File: src/rtl/serial_rx_pkg.sv
package serial_rx_pkg;

   typedef enum logic [2:0] {
      RX_IDLE,
      RX_START,
      RX_DATA,
      RX_STOP,
      RX_HUNT
   } rx_state_t;

endpackage

File: src/rtl/serial_rx_sync.sv
module serial_rx_sync #(
   parameter int STAGES = 2
) (
   input  logic clk,
   input  logic rst,
   input  logic d_in,
   output logic q_out
);
   logic [STAGES-1:0] chain;

   genvar i;
   generate
      for (i = 0; i < STAGES; i++) begin : g_stage
         if (i == 0) begin : g_first
            always_ff @(posedge clk) begin
               if (rst) chain[0] <= 1'b1;
               else     chain[0] <= d_in;
            end
         end else begin : g_next
            always_ff @(posedge clk) begin
               if (rst) chain[i] <= 1'b1;
               else     chain[i] <= chain[i-1];
            end
         end
      end
   endgenerate

   assign q_out = chain[STAGES-1];
endmodule

File: src/rtl/serial_rx_ticks.sv
module serial_rx_ticks #(
   parameter int CLK_HZ = 50_000_000,
   parameter int BAUD   = 115_200,
   parameter int OS     = 8
) (
   input  logic clk,
   input  logic rst,
   input  logic restart,
   output logic os_tick,
   output logic bit_tick
);
   localparam int DIV       = (CLK_HZ + (BAUD * OS) / 2) / (BAUD * OS);
   localparam int FW        = (DIV > 1) ? $clog2(DIV) : 1;
   localparam int PW        = $clog2(OS);
   localparam int SAMPLE_PH = OS / 2 - 2;
   localparam bit OS_POW2   = ((OS & (OS - 1)) == 0);

   generate
      if (DIV < 2) begin : g_bad_div
         $error("serial_rx_ticks: clock too slow for the requested rate");
      end
   endgenerate

   logic [FW-1:0] frac;
   logic [PW-1:0] phase;
   logic [PW-1:0] phase_nx;

   assign os_tick  = (frac == FW'(DIV - 1));
   assign bit_tick = os_tick && (phase == PW'(SAMPLE_PH));

   generate
      if (OS_POW2) begin : g_wrap_free
         assign phase_nx = phase + 1'b1;
      end else begin : g_wrap_cmp
         assign phase_nx = (phase == PW'(OS - 1)) ? '0 : phase + 1'b1;
      end
   endgenerate

   always_ff @(posedge clk) begin
      if (rst || restart) begin
         frac  <= '0;
         phase <= '0;
      end else if (os_tick) begin
         frac  <= '0;
         phase <= phase_nx;
      end else begin
         frac  <= frac + 1'b1;
      end
   end
endmodule

File: src/rtl/serial_rx_frame.sv
module serial_rx_frame
   import serial_rx_pkg::*;
#(
   parameter int DATA_BITS = 8,
   parameter int IDLE_BITS = 10
) (
   input  logic                 clk,
   input  logic                 rst,
   input  logic                 line,
   input  logic                 os_tick,
   input  logic                 bit_tick,
   output logic                 restart,
   output logic [DATA_BITS-1:0] data,
   output logic                 valid,
   output logic                 ferr,
   output logic                 recov
);
   localparam int BW = $clog2(DATA_BITS);
   localparam int HW = $clog2(IDLE_BITS);

   rx_state_t            state;
   logic [DATA_BITS-1:0] shreg;
   logic [BW-1:0]        bcnt;
   logic [HW-1:0]        hcnt;
   logic                 last_os;
   logic                 start_seen;

   assign start_seen = os_tick && !line && last_os;
   assign restart    = start_seen && ((state == RX_IDLE) || (state == RX_HUNT));

   always_ff @(posedge clk) begin
      if (rst) begin
         state   <= RX_IDLE;
         shreg   <= '0;
         bcnt    <= '0;
         hcnt    <= '0;
         last_os <= 1'b1;
         data    <= '0;
         valid   <= 1'b0;
         ferr    <= 1'b0;
         recov   <= 1'b0;
      end else begin
         valid <= 1'b0;
         ferr  <= 1'b0;
         if (os_tick) last_os <= line;
         case (state)
            RX_IDLE: begin
               if (start_seen) state <= RX_START;
            end
            RX_START: begin
               if (bit_tick) begin
                  if (!line) begin
                     state <= RX_DATA;
                     bcnt  <= '0;
                  end else begin
                     state <= recov ? RX_HUNT : RX_IDLE;
                  end
               end
            end
            RX_DATA: begin
               if (bit_tick) begin
                  shreg <= {line, shreg[DATA_BITS-1:1]};
                  if (bcnt == BW'(DATA_BITS - 1)) state <= RX_STOP;
                  else                            bcnt  <= bcnt + 1'b1;
               end
            end
            RX_STOP: begin
               if (bit_tick) begin
                  if (line) begin
                     if (!recov) begin
                        data  <= shreg;
                        valid <= 1'b1;
                     end
                     recov <= 1'b0;
                     state <= RX_IDLE;
                  end else begin
                     ferr  <= 1'b1;
                     recov <= 1'b1;
                     hcnt  <= '0;
                     state <= RX_HUNT;
                  end
               end
            end
            RX_HUNT: begin
               if (start_seen) begin
                  hcnt  <= '0;
                  state <= RX_START;
               end else if (bit_tick) begin
                  if (!line) begin
                     hcnt <= '0;
                  end else if (hcnt == HW'(IDLE_BITS - 1)) begin
                     hcnt  <= '0;
                     recov <= 1'b0;
                     state <= RX_IDLE;
                  end else begin
                     hcnt <= hcnt + 1'b1;
                  end
               end
            end
            default: state <= RX_IDLE;
         endcase
      end
   end
endmodule

File: src/rtl/serial_rx_resync.sv
module serial_rx_resync #(
   parameter int CLK_HZ      = 50_000_000,
   parameter int BAUD        = 115_200,
   parameter int OS          = 8,
   parameter int DATA_BITS   = 8,
   parameter int IDLE_BITS   = 10,
   parameter int SYNC_STAGES = 2
) (
   input  logic                 clk,
   input  logic                 rst,
   input  logic                 rx_line,
   output logic [DATA_BITS-1:0] rx_data,
   output logic                 rx_valid,
   output logic                 frame_err,
   output logic                 in_recovery
);
   generate
      if (OS < 4 || (OS % 2) != 0) begin : g_bad_os
         $error("serial_rx_resync: OS must be even and at least 4");
      end
      if (DATA_BITS < 2) begin : g_bad_dw
         $error("serial_rx_resync: DATA_BITS must be at least 2");
      end
      if (IDLE_BITS < 2) begin : g_bad_idle
         $error("serial_rx_resync: IDLE_BITS must be at least 2");
      end
      if (SYNC_STAGES < 2) begin : g_bad_sync
         $error("serial_rx_resync: SYNC_STAGES must be at least 2");
      end
   endgenerate

   logic line_s;
   logic os_tick;
   logic bit_tick;
   logic restart;

   serial_rx_sync #(.STAGES(SYNC_STAGES)) u_sync (
      .clk   (clk),
      .rst   (rst),
      .d_in  (rx_line),
      .q_out (line_s)
   );

   serial_rx_ticks #(.CLK_HZ(CLK_HZ), .BAUD(BAUD), .OS(OS)) u_ticks (
      .clk      (clk),
      .rst      (rst),
      .restart  (restart),
      .os_tick  (os_tick),
      .bit_tick (bit_tick)
   );

   serial_rx_frame #(.DATA_BITS(DATA_BITS), .IDLE_BITS(IDLE_BITS)) u_frame (
      .clk      (clk),
      .rst      (rst),
      .line     (line_s),
      .os_tick  (os_tick),
      .bit_tick (bit_tick),
      .restart  (restart),
      .data     (rx_data),
      .valid    (rx_valid),
      .ferr     (frame_err),
      .recov    (in_recovery)
   );
endmodule

File: config.mk
export PLATFORM = sky130hd
export DESIGN_NAME = serial_rx_resync
export DESIGN_NICKNAME = d
export VERILOG_FILES = /design/src/rtl/serial_rx_pkg.sv /design/src/rtl/serial_rx_sync.sv /design/src/rtl/serial_rx_ticks.sv /design/src/rtl/serial_rx_frame.sv /design/src/rtl/serial_rx_resync.sv
export SDC_FILE = /design/constraint.sdc
export NUM_CORES = 1
export LEC_CHECK = 0
export ABC_AREA = 1
export BUFFER_PORTS_ARGS = -buffer_cell sky130_fd_sc_hd__buf_2
export CORE_AREA = 2 2 64 66
export CTS_CLUSTER_DIAMETER = 40
export DETAILED_ROUTE_END_ITERATION = 8
export DIE_AREA = 0 0 66 68
export PLACE_DENSITY = 0.71
export SYNTH_ARGS = -nofsm -noshare
export SYNTH_HDL_FRONTEND = slang
export SYNTH_SLANG_ARGS = --single-unit
File: constraint.sdc
create_clock -name clk -period 1.8 [get_ports clk]
set_input_delay 0.18 -clock clk [delete_from_list [all_inputs] [get_ports clk]]
set_output_delay 0.18 -clock clk [all_outputs]
set_load 0.005 [all_outputs]
After elaboration in Yosys (flattened, before gate mapping)
Cells that the tools add are included.
{"block": "totals", "latch_bits": 0, "out_inout_bits": 11, "register_bits": 41, "word_cells": 96, "n_memories": 0, "inputBits": 3, "mem_bits_ro": 0, "ramBits": 0}
{"block": "op_classes", "div_mod_pow": 0, "n_eq_ne": 23, "n_mux": 33, "addsub": 4, "n_bitwise": 4, "shift": 0, "n_lt_le_gt_ge": 0, "reduce_logical": 19, "n_mul": 0}
{"operator": "$mux W3", "n": 16}
{"operator": "$mux W4", "n": 6}
{"operator": "$ne A2 B2 Y1 const B", "n": 10}
{"operator": "$pmux W3 S5", "n": 1}
{"operator": "$eq A3 B2 Y1 const B", "n": 3}
{"operator": "$ne A3 B2 Y1 const B", "n": 3}
{"operator": "$pmux W4 S2", "n": 1}
{"operator": "$reduce_and A4 Y1", "n": 2}
{"operator": "$reduce_and A8 Y1", "n": 1}
{"operator": "$mux W1", "n": 7}
{"operator": "$add A3 B1 Y3 const B", "n": 2}
{"operator": "$add A6 B1 Y6 const B", "n": 1}
{"operator": "$eq A3 B3 Y1 const B", "n": 2}
{"operator": "$eq A6 B6 Y1 const B", "n": 1}
{"operator": "$pmux W3 S2", "n": 1}
{"operator": "$reduce_and A6 Y1", "n": 1}
{"operator": "$reduce_and A5 Y1", "n": 1}
{"operator": "$add A4 B1 Y4 const B", "n": 1}
{"operator": "$eq A4 B4 Y1 const B", "n": 1}
{"operator": "$logic_and A1 B1 Y1", "n": 4}
{"operator": "$ne A2 B1 Y1 const B", "n": 2}
{"operator": "$not A1 Y1", "n": 4}
{"operator": "$reduce_bool A2 Y1", "n": 2}
{"operator": "$reduce_or A4 Y1", "n": 1}
{"operator": "8 further kinds", "n": 9}

Logic depth before layout (Yosys ltp)
Gate-level depths: netlist (run 1).
{"block": "logic_depth", "word_depth": 6, "depth_mapped": 12, "ltp_nobuf": 12}

By module
A second synthesis (run 1) with hierarchy kept.
{"block": "hier_totals", "cells_unflattened": 257, "area_unflattened_um2": 1876.8}
{"mod": "serial_rx_frame", "area_per_inst_um2": 1375.1, "cells_per_inst": 193, "seq_area_each_um2": 600.6, "instances": 1}
{"mod": "serial_rx_ticks", "area_per_inst_um2": 442.9, "cells_per_inst": 57, "seq_area_each_um2": 180.2, "instances": 1}
{"mod": "serial_rx_sync", "area_per_inst_um2": 58.8, "cells_per_inst": 7, "seq_area_each_um2": 40.0, "instances": 1}

Least setup slack after synthesis (run 1)
Ideal clock, no wire load.
{"block": "synth_path", "path_type": "register to register", "start": "register u_ticks.frac[0]", "end": "register u_frame.shreg[7]", "path_buffers": 1, "stages_incl_launch_ff": 10, "arrival_time_ns": 1.354, "setup_ns": 0.119, "slack_ns": 0.327, "path_cell_list": "dfxtp_1 > ha_1 > inv_1 > nor2_8 > nand3_4 > inv_1 > buf_4 > nand2_2 > o21ai_1 > a21oi_1"}
{"block": "synth_between", "elab_chain_cells": 3}
{"item": "start, declared", "line": "serial_rx_ticks.sv:24", "rtl": "logic [FW-1:0] frac;"}
{"item": "start signal, assigned", "line": "serial_rx_ticks.sv:47", "rtl": "frac <= frac + 1'b1;"}
{"item": "$eq A6 B6 Y1", "line": "serial_rx_ticks.sv:28", "rtl": "assign os_tick = (frac == FW'(DIV - 1));"}
{"item": "$logic_and A1 B1 Y1", "line": "serial_rx_ticks.sv:29", "rtl": "assign bit_tick = os_tick && (phase == PW'(SAMPLE_PH));"}
{"item": "$reduce_and A2 Y1 (no line)"}
{"item": "end signal, assigned", "line": "serial_rx_frame.sv:62", "rtl": "shreg <= {line, shreg[DATA_BITS-1:1]};"}
{"item": "end, declared", "line": "serial_rx_frame.sv:22", "rtl": "logic [DATA_BITS-1:0] shreg;"}
Every way passes these cells.
A chain may end at the register's enable or synchronous reset.

Worst setup path in the final report (run 1)
{"block": "layout_path", "start": "register u_ticks.frac[0]", "end": "register u_frame.data[4]"}
{"block": "layout_between", "elab_chain_cells": 3}
{"item": "$eq A6 B6 Y1", "line": "serial_rx_ticks.sv:28"}
{"item": "$logic_and A1 B1 Y1", "line": "serial_rx_ticks.sv:29"}
{"item": "$reduce_and A4 Y1 (no line)"}
{"item": "end signal, assigned", "line": "serial_rx_frame.sv:71", "rtl": "data <= shreg;"}
{"item": "end, declared", "line": "serial_rx_frame.sv:13", "rtl": "output logic [DATA_BITS-1:0] data,"}
Every way passes these cells.

==> results by group, run 1 <==
Synth
  • Top cell type's share of synthesized area: 0.414
  • Synth cell types: 34
  • Gate Count Post-Synth: 254
  • Seq/Total Area, Yosys: 0.414
  • Syn Nets: 265
  • Avg Synthesized Cell Area: 7.80 sq um
  • #FFs+latches synth: 41
  • Synth area leader: dfxtp_1
  • Mapped Area: 1980 sq um
  • Synth area leaders: dfxtp_1 41%, nand2_1 8.5%, nor2_1 6.4%
  • Total number of yosys warnings: 0

Run
  • Number of max-cap violations: 0

Floorplan
  • Core area: 3860 sq um
  • Die Span Y: 68 um
  • Num rows: 23
  • Initial Util: 0.514
  • Die area: 4490 sq um
  • Die Wd: 66 um
  • # IOs: 14

Pwr
  • Pleak: 0.967 nW
  • Pwr Total: 1.59 mW
  • VDD IR-drop max: 0.435 mV
  • Pwr dens: 725 nW/um^2

CTS
  • Postcts setup bufs: 0
  • Num CTS Buffers: 5
  • TritonCTS clock tree: yes
  • H-tree depth: 2
  • Cts-stage hold buffer count: 0
  • Worst skew pair latency: 0.29 ns
  • Max clock buf depth: 2
  • Clock-pin transition on the worst setup and hold timing paths: 0.08 ns
  • Root Driver: clkbuf_8
  • Post_cts resized: 0
  • Sink Count: 41

Routing
  • # DRC: 0
  • Routed len/inst: 11.1 um
  • DRT iter0 DRCs: 56
  • Vias: 1,605
  • Drt first pass iters: 4
  • Via density: 4.97
  • Final ANT Viol Nets: 0
  • Final wirelength: 3.58 mm

STA
  • Final clock skew: 0.00742 ns
  • Final period utilization: 0.895
  • Hold Fails Final Rpt: 0
  • Fin crit period: 1.61 ns
  • Max_slew headroom: 0.785
  • RSZ-0062 raised after global routing: false
  • TNS Setup: 0 ns
  • Final setup viols: 0
  • Worst-Margin Slew: 0.322 ns
  • Slew Limit Fails: 0
  • Setup WS post-layout: 0.190 ns
  • Fmax: 0.621 GHz

Setup path
  • Family with the most delay on the worst path: simple AND/OR/NAND/NOR gates
  • Crit path DAT: 1.79 ns
  • Worst path slowest cell: dfxtp_1
  • Max FO, Critical Path: 10
  • Critical path's largest stage delay: 0.40 ns
  • Crit start category: flip-flop
  • Worst path bufs/invs: 2
  • CP most frequent cell: nor2_1
  • Crit path cell chain: ha_1, inv_1, nor2_8, nand3_4, nor2_4, inv_2, nor2_1, nor2_1
  • Crit Path Class: flip-flop to flip-flop
  • CP required: 1.98 ns
  • Critical Path Sink Type: flip-flop

Placement
  • Worst slack, placed: 0.163 ns
  • HPWL after detailed placement: 2.60 mm
  • Placed cell count: 316
  • Routability cong.: 0.783
  • Cell Area, Placed: 2100 sq um
  • Port Buffers: 13

Hold path
  • HP Class: input port to flip-flop

Layout
  • Leading cell type in the layout, fill and taps excluded: nand2_1
  • Fill cell count: 381
  • Fin nets: 284
  • Share of post-route cells with drive strength above 1: 0.187
  • Final Instance Area: 2190 sq um
  • Area Overhead vs Synth: 10.4%
  • Most frequent cells in the layout: 45 x nand2_1, 41 x dfxtp_1, 34 x nor2_1
  • Non-Filler Instances: 323
  • Ant diodes: 0

Global routing
  • Global-route wire length before repair: 6.31 mm
  • Initial antenna violation count: 0
  • GRT Residual Overflow: 0
  • Vias in the first global route: 1,468
  • Gr usage total: 0.182
  • Largest net degree at the start of global routing: 17

Status
  • Outcome: finished clean
-- final timing paths --
kind,cells after the start,to,slack [ns],start
min reg2reg,1,u_sync.q_out,0.42,u_sync.chain[0]
min,2,u_sync.chain[0],0.07,rx_line
max,8,u_frame.data[4],0.19,u_ticks.frac[0]
max reg2reg,8,u_frame.data[4],0.19,u_ticks.frac[0]
-- power by group --
part	internal, mW	switching [mW]	total, mW	leakage [nW]
combinational	0.0169	0.0337	0.0506	0.591
clock	0.304	0.304	0.609	0.0443
sequential	0.916	0.0104	0.926	0.331
total	1.24	0.349	1.59	0.967
-- flip-flops by register name, summed over array words and instances, names as in the netlist --
name and flops:
u_frame.bcnt 3, u_frame.data 8, u_frame.ferr 1, u_frame.hcnt 4, u_frame.last_os 1, u_frame.recov 1
u_frame.shreg 8, u_frame.state 3, u_frame.valid 1, u_sync.chain 1, u_sync.q_out 1, u_ticks.frac 6
u_ticks.phase 3
-- cell type report --
class,instances,area (sq um),share of cell area
Timing Repair Buffer,15,80.1,0.0366
Tap cell,50,62.6,0.0286
Sequential cell,41,821,0.375
Multi-Input combinational cell,179,1020,0.466
Clock buffer,7,86.3,0.0395
Inverter,31,119,0.0543
-- synth_stat cells, drive strengths merged --
library cell	n
o211ai	1
xnor2	2
inv	30
ha	8
a21oi	19
xor2	2
nor2	42
nand3	22
nor3	5
nand4	4
nand2	52
dfxtp	41
clkbuf	1
and3	1
nand3b	1
buf	2
or2	4
o31ai	1
and2	1
o21ai	13
clkinv	1
nor3b	1
-- logic make-up after synthesis --
| group | after synthesis | share of synthesized area |
|---|---|---|
| AND/OR/NAND/NOR | 133 | 0.358 |
| adder cells (fa/ha/maj) | 8 | 0.0505 |
| buffers and inverters | 34 | 0.0714 |
| flip-flops | 41 | 0.414 |
| AO/OA/AOI/OAI | 34 | 0.0884 |
| XOR/XNOR | 4 | 0.0177 |
-- worst register-to-register path, delay by kind of cell (launching register included) --
kind	cells	cell delay (ns)
buf+inv	2	0.20
flops	1	0.40
simple gates	5	0.74
fa+ha+maj	1	0.16
-- layer usage --
layer / track usage / vias up / share of wire
met5: 0 / - / 0
met4: 0.0612 / 0 / 0.017
met3: 0.0444 / 6 / 0.036
met2: 0.302 / 23 / 0.45
met1: 0.234 / 727 / 0.50
li1: - / 849 / -
-- per-stage QoR --
step / utilization / hold slack, ns
2_1_floorplan: - / 0.249
3_3_place_gp: 0.545 / 0.364
3_5_place_dp: 0.545 / 0.367
4_1_cts: 0.567 / 0.0635
5_1_grt: 0.567 / 0.0815
6_report: 0.567 / 0.0668
(Power assumes the default switching activity.)
==> run 2, diff against run 1 <==
--- a/config.mk
+++ b/config.mk
@@ -7,11 +7,11 @@
 export LEC_CHECK = 0
 export ABC_AREA = 1
 export BUFFER_PORTS_ARGS = -buffer_cell sky130_fd_sc_hd__buf_2
-export CORE_AREA = 2 2 64 66
+export CORE_AREA = 2 2 65 67
 export CTS_CLUSTER_DIAMETER = 40
 export DETAILED_ROUTE_END_ITERATION = 8
-export DIE_AREA = 0 0 66 68
-export PLACE_DENSITY = 0.71
+export DIE_AREA = 0 0 67 69
+export PLACE_DENSITY = 0.72
 export SYNTH_ARGS = -nofsm -noshare
 export SYNTH_HDL_FRONTEND = slang
 export SYNTH_SLANG_ARGS = --single-unit
==> constraint.sdc (replaced) <==
create_clock -name clk -period 1.3 [get_ports clk]
set_input_delay 0.13 -clock clk [delete_from_list [all_inputs] [get_ports clk]]
set_output_delay 0.13 -clock clk [all_outputs]
set_load 0.005 [all_outputs]
==> run 2 against run 1 <==
Against the previous run:
- the run now ends with negative setup slack left
- cell count is 12% higher
- sequential cell count unchanged
- first-iteration DRC count up 7.1%
- clock skew barely moved
- die area up 3.0%
- hold slack improved by 0.096 ns
- setup slack lost 0.42 ns
- critical path depth is 2 higher
- combinational power up 140%
- global-route usage increased by 2.1 points
- critical endpoint is now u_frame.data[5]
==> results by group, run 2 (synthesized netlist as in run 1, its figures left out) <==
Layout
  • Fin nets: 321
  • Most frequent cells in the layout: 41 x nand2_1, 35 x dfxtp_1, 31 x buf_4
  • Area of the multi-input gates: 1200 sq um
  • Non-Filler Instances: 361
  • Top flop regs: u_frame.data x8, u_frame.shreg x8, u_ticks.frac x6
  • Ant diodes: 0
  • Final Instance Area: 2740 sq um
  • Share of post-route cells with drive strength above 1: 0.431
  • Final Util: 0.699
  • Area Overhead vs Synth: 38.2%
  • Leading cell type in the layout, fill and taps excluded: nand2_1
  • Sequential cell area: 828 sq um
  • Fill cell count: 302

CTS
  • H-tree depth: 2
  • Num CTS Buffers: 5
  • TritonCTS clock tree: yes
  • Sink Count: 41
  • Worst skew pair latency: 0.30 ns
  • Max clock buf depth: 2
  • Clock-pin transition on the worst setup and hold timing paths: 0.08 ns
  • Root Driver: clkbuf_8

STA
  • TNS Setup: -6.17 ns
  • Worst-Margin Slew: 0.325 ns
  • Max_slew headroom: 0.781
  • Slew Limit Fails: 0
  • Fin crit period: 1.53 ns
  • Final clock skew: 0.00784 ns
  • RSZ-0062 raised after global routing: true
  • Final setup viols: 36
  • Setup WS post-layout: -0.232 ns
  • Fmax: 0.653 GHz
  • Final hold slack: 0.162 ns
  • Final period utilization: 1.18
  • Hold Fails Final Rpt: 0

Pwr
  • Pwr dens: 963 nW/um^2
  • Sw power: 543 uW
  • Share of total power in the clock network: 0.469
  • Sequential power share: 0.486
  • Logic pwr share: 0.045
  • Sw Share: 0.206
  • Pleak: 1.21 nW
  • Pwr Total: 2.64 mW
  • VDD IR-drop max: 0.989 mV
  • Int Power: 2.09 mW

Setup path
  • Crit path DAT: 1.77 ns
  • Max FO, Critical Path: 6
  • Crit start category: flip-flop
  • Critical Path Sink Type: flip-flop
  • Crit Path Class: flip-flop to flip-flop
  • CP required: 1.54 ns

Floorplan
  • # IOs: 14
  • Num rows: 23
  • Initial Util: 0.506
  • Die area: 4620 sq um
  • Die Wd: 67 um
  • Die Span Y: 69 um
  • Core area: 3910 sq um

Placement
  • HPWL after detailed placement: 3.06 mm
  • Placed cell count: 346
  • Port Buffers: 13
  • Routability cong.: 0.897
  • Worst slack, placed: -0.254 ns
  • Cell Area, Placed: 2340 sq um

Global routing
  • GRT Residual Overflow: 0
  • Gr usage total: 0.203
  • Global-route wire length before repair: 7.29 mm
  • Initial antenna violation count: 0
  • Largest net degree at the start of global routing: 16
  • Vias in the first global route: 1,668

Routing
  • Met2 wire len: 2.14 mm
  • Final wirelength: 4.40 mm
  • Via density: 4.96
  • Max layer used: met4
  • Drt first pass iters: 4
  • # DRC: 0
  • Vias: 1,791
  • Met3 wire length: 140 um
  • M1 wire length: 2.03 mm
  • Final ANT Viol Nets: 0
  • Routed len/inst: 12.2 um
  • DRT iter0 DRCs: 60

Status
  • Failing checks: negative setup slack
  • Outcome: complete, but fails checks

Hold path
  • HP Class: input port to flip-flop

Run
  • Number of max-cap violations: 0
## run 2: changes by cell type in the layout (fill, tap and decap cells not counted), moves of 5 or more
cell and delta:
dfxtp_2 +6, nor2_1 -5, nand3_2 +9, dfxtp_1 -6, buf_4 +29, inv_1 -7
a21oi_2 +6, buf_6 +6, a21oi_1 -6, nand3_1 -10
## run 2: final timing paths
path                          end  slack [ns]            start  depth (start not counted)
hold reg to reg      u_sync.q_out        0.43  u_sync.chain[0]                          1
setup / recovery  u_frame.data[5]       -0.23  u_ticks.frac[1]                         10
setup reg to reg  u_frame.data[5]       -0.23  u_ticks.frac[1]                         10
hold / removal    u_frame.last_os        0.16              rst                          3
## run 2: final cells by class
cell class,instances,area share
Multi-Input combinational cell,180,0.439
Sequential cell,41,0.303
Timing Repair Buffer,51,0.137
Inverter,31,0.0476
Clock buffer,5,0.0251
Clock inverter,3,0.0251
Tap cell,50,0.0229
## run 2: timing repair
action | 4_1_cts | 5_1_grt
buffers inserted | 4 | 1
endpoints found under the setup margin | 36 | 38
pin swaps | 24 | 14
hold buffers | 0 | 1
hold endpoints to repair | 0 | 1
resized for setup | 36 | 21
cloned | 1 | 0
## run 2: per-layer routing
metal / vias up / global-route usage
li1: 933 / -
met1: 828 / 0.259
met2: 22 / 0.323
met3: 8 / 0.0538
met4: 0 / 0.0748
met5: - / 0
## run 2: power by group through the flow
| stage | Combinational (mW) | Sequential, mW | Clock, mW |
|---|---|---|---|
| finish | 0.119 | 1.28 | 1.24 |
| global placement | 0.0980 | 1.31 | 0 |
| floorplan | 0.0547 | 1.31 | 0 |
| detailed placement | 0.100 | 1.31 | 0 |
| CTS | 0.115 | 1.28 | 1.26 |
| global route | 0.132 | 1.28 | 1.31 |
## run 2: critical path: stages, from the launching register on
cell and delay (ns):
dfxtp_2 0.33, inv_2 0.06, ha_4 0.13, inv_4 0.04
nor2_8 0.11, nand3_4 0.16, buf_6 0.16, nor2_4 0.19
buf_6 0.15, o21ai_1 0.05, nor2_1 0.09
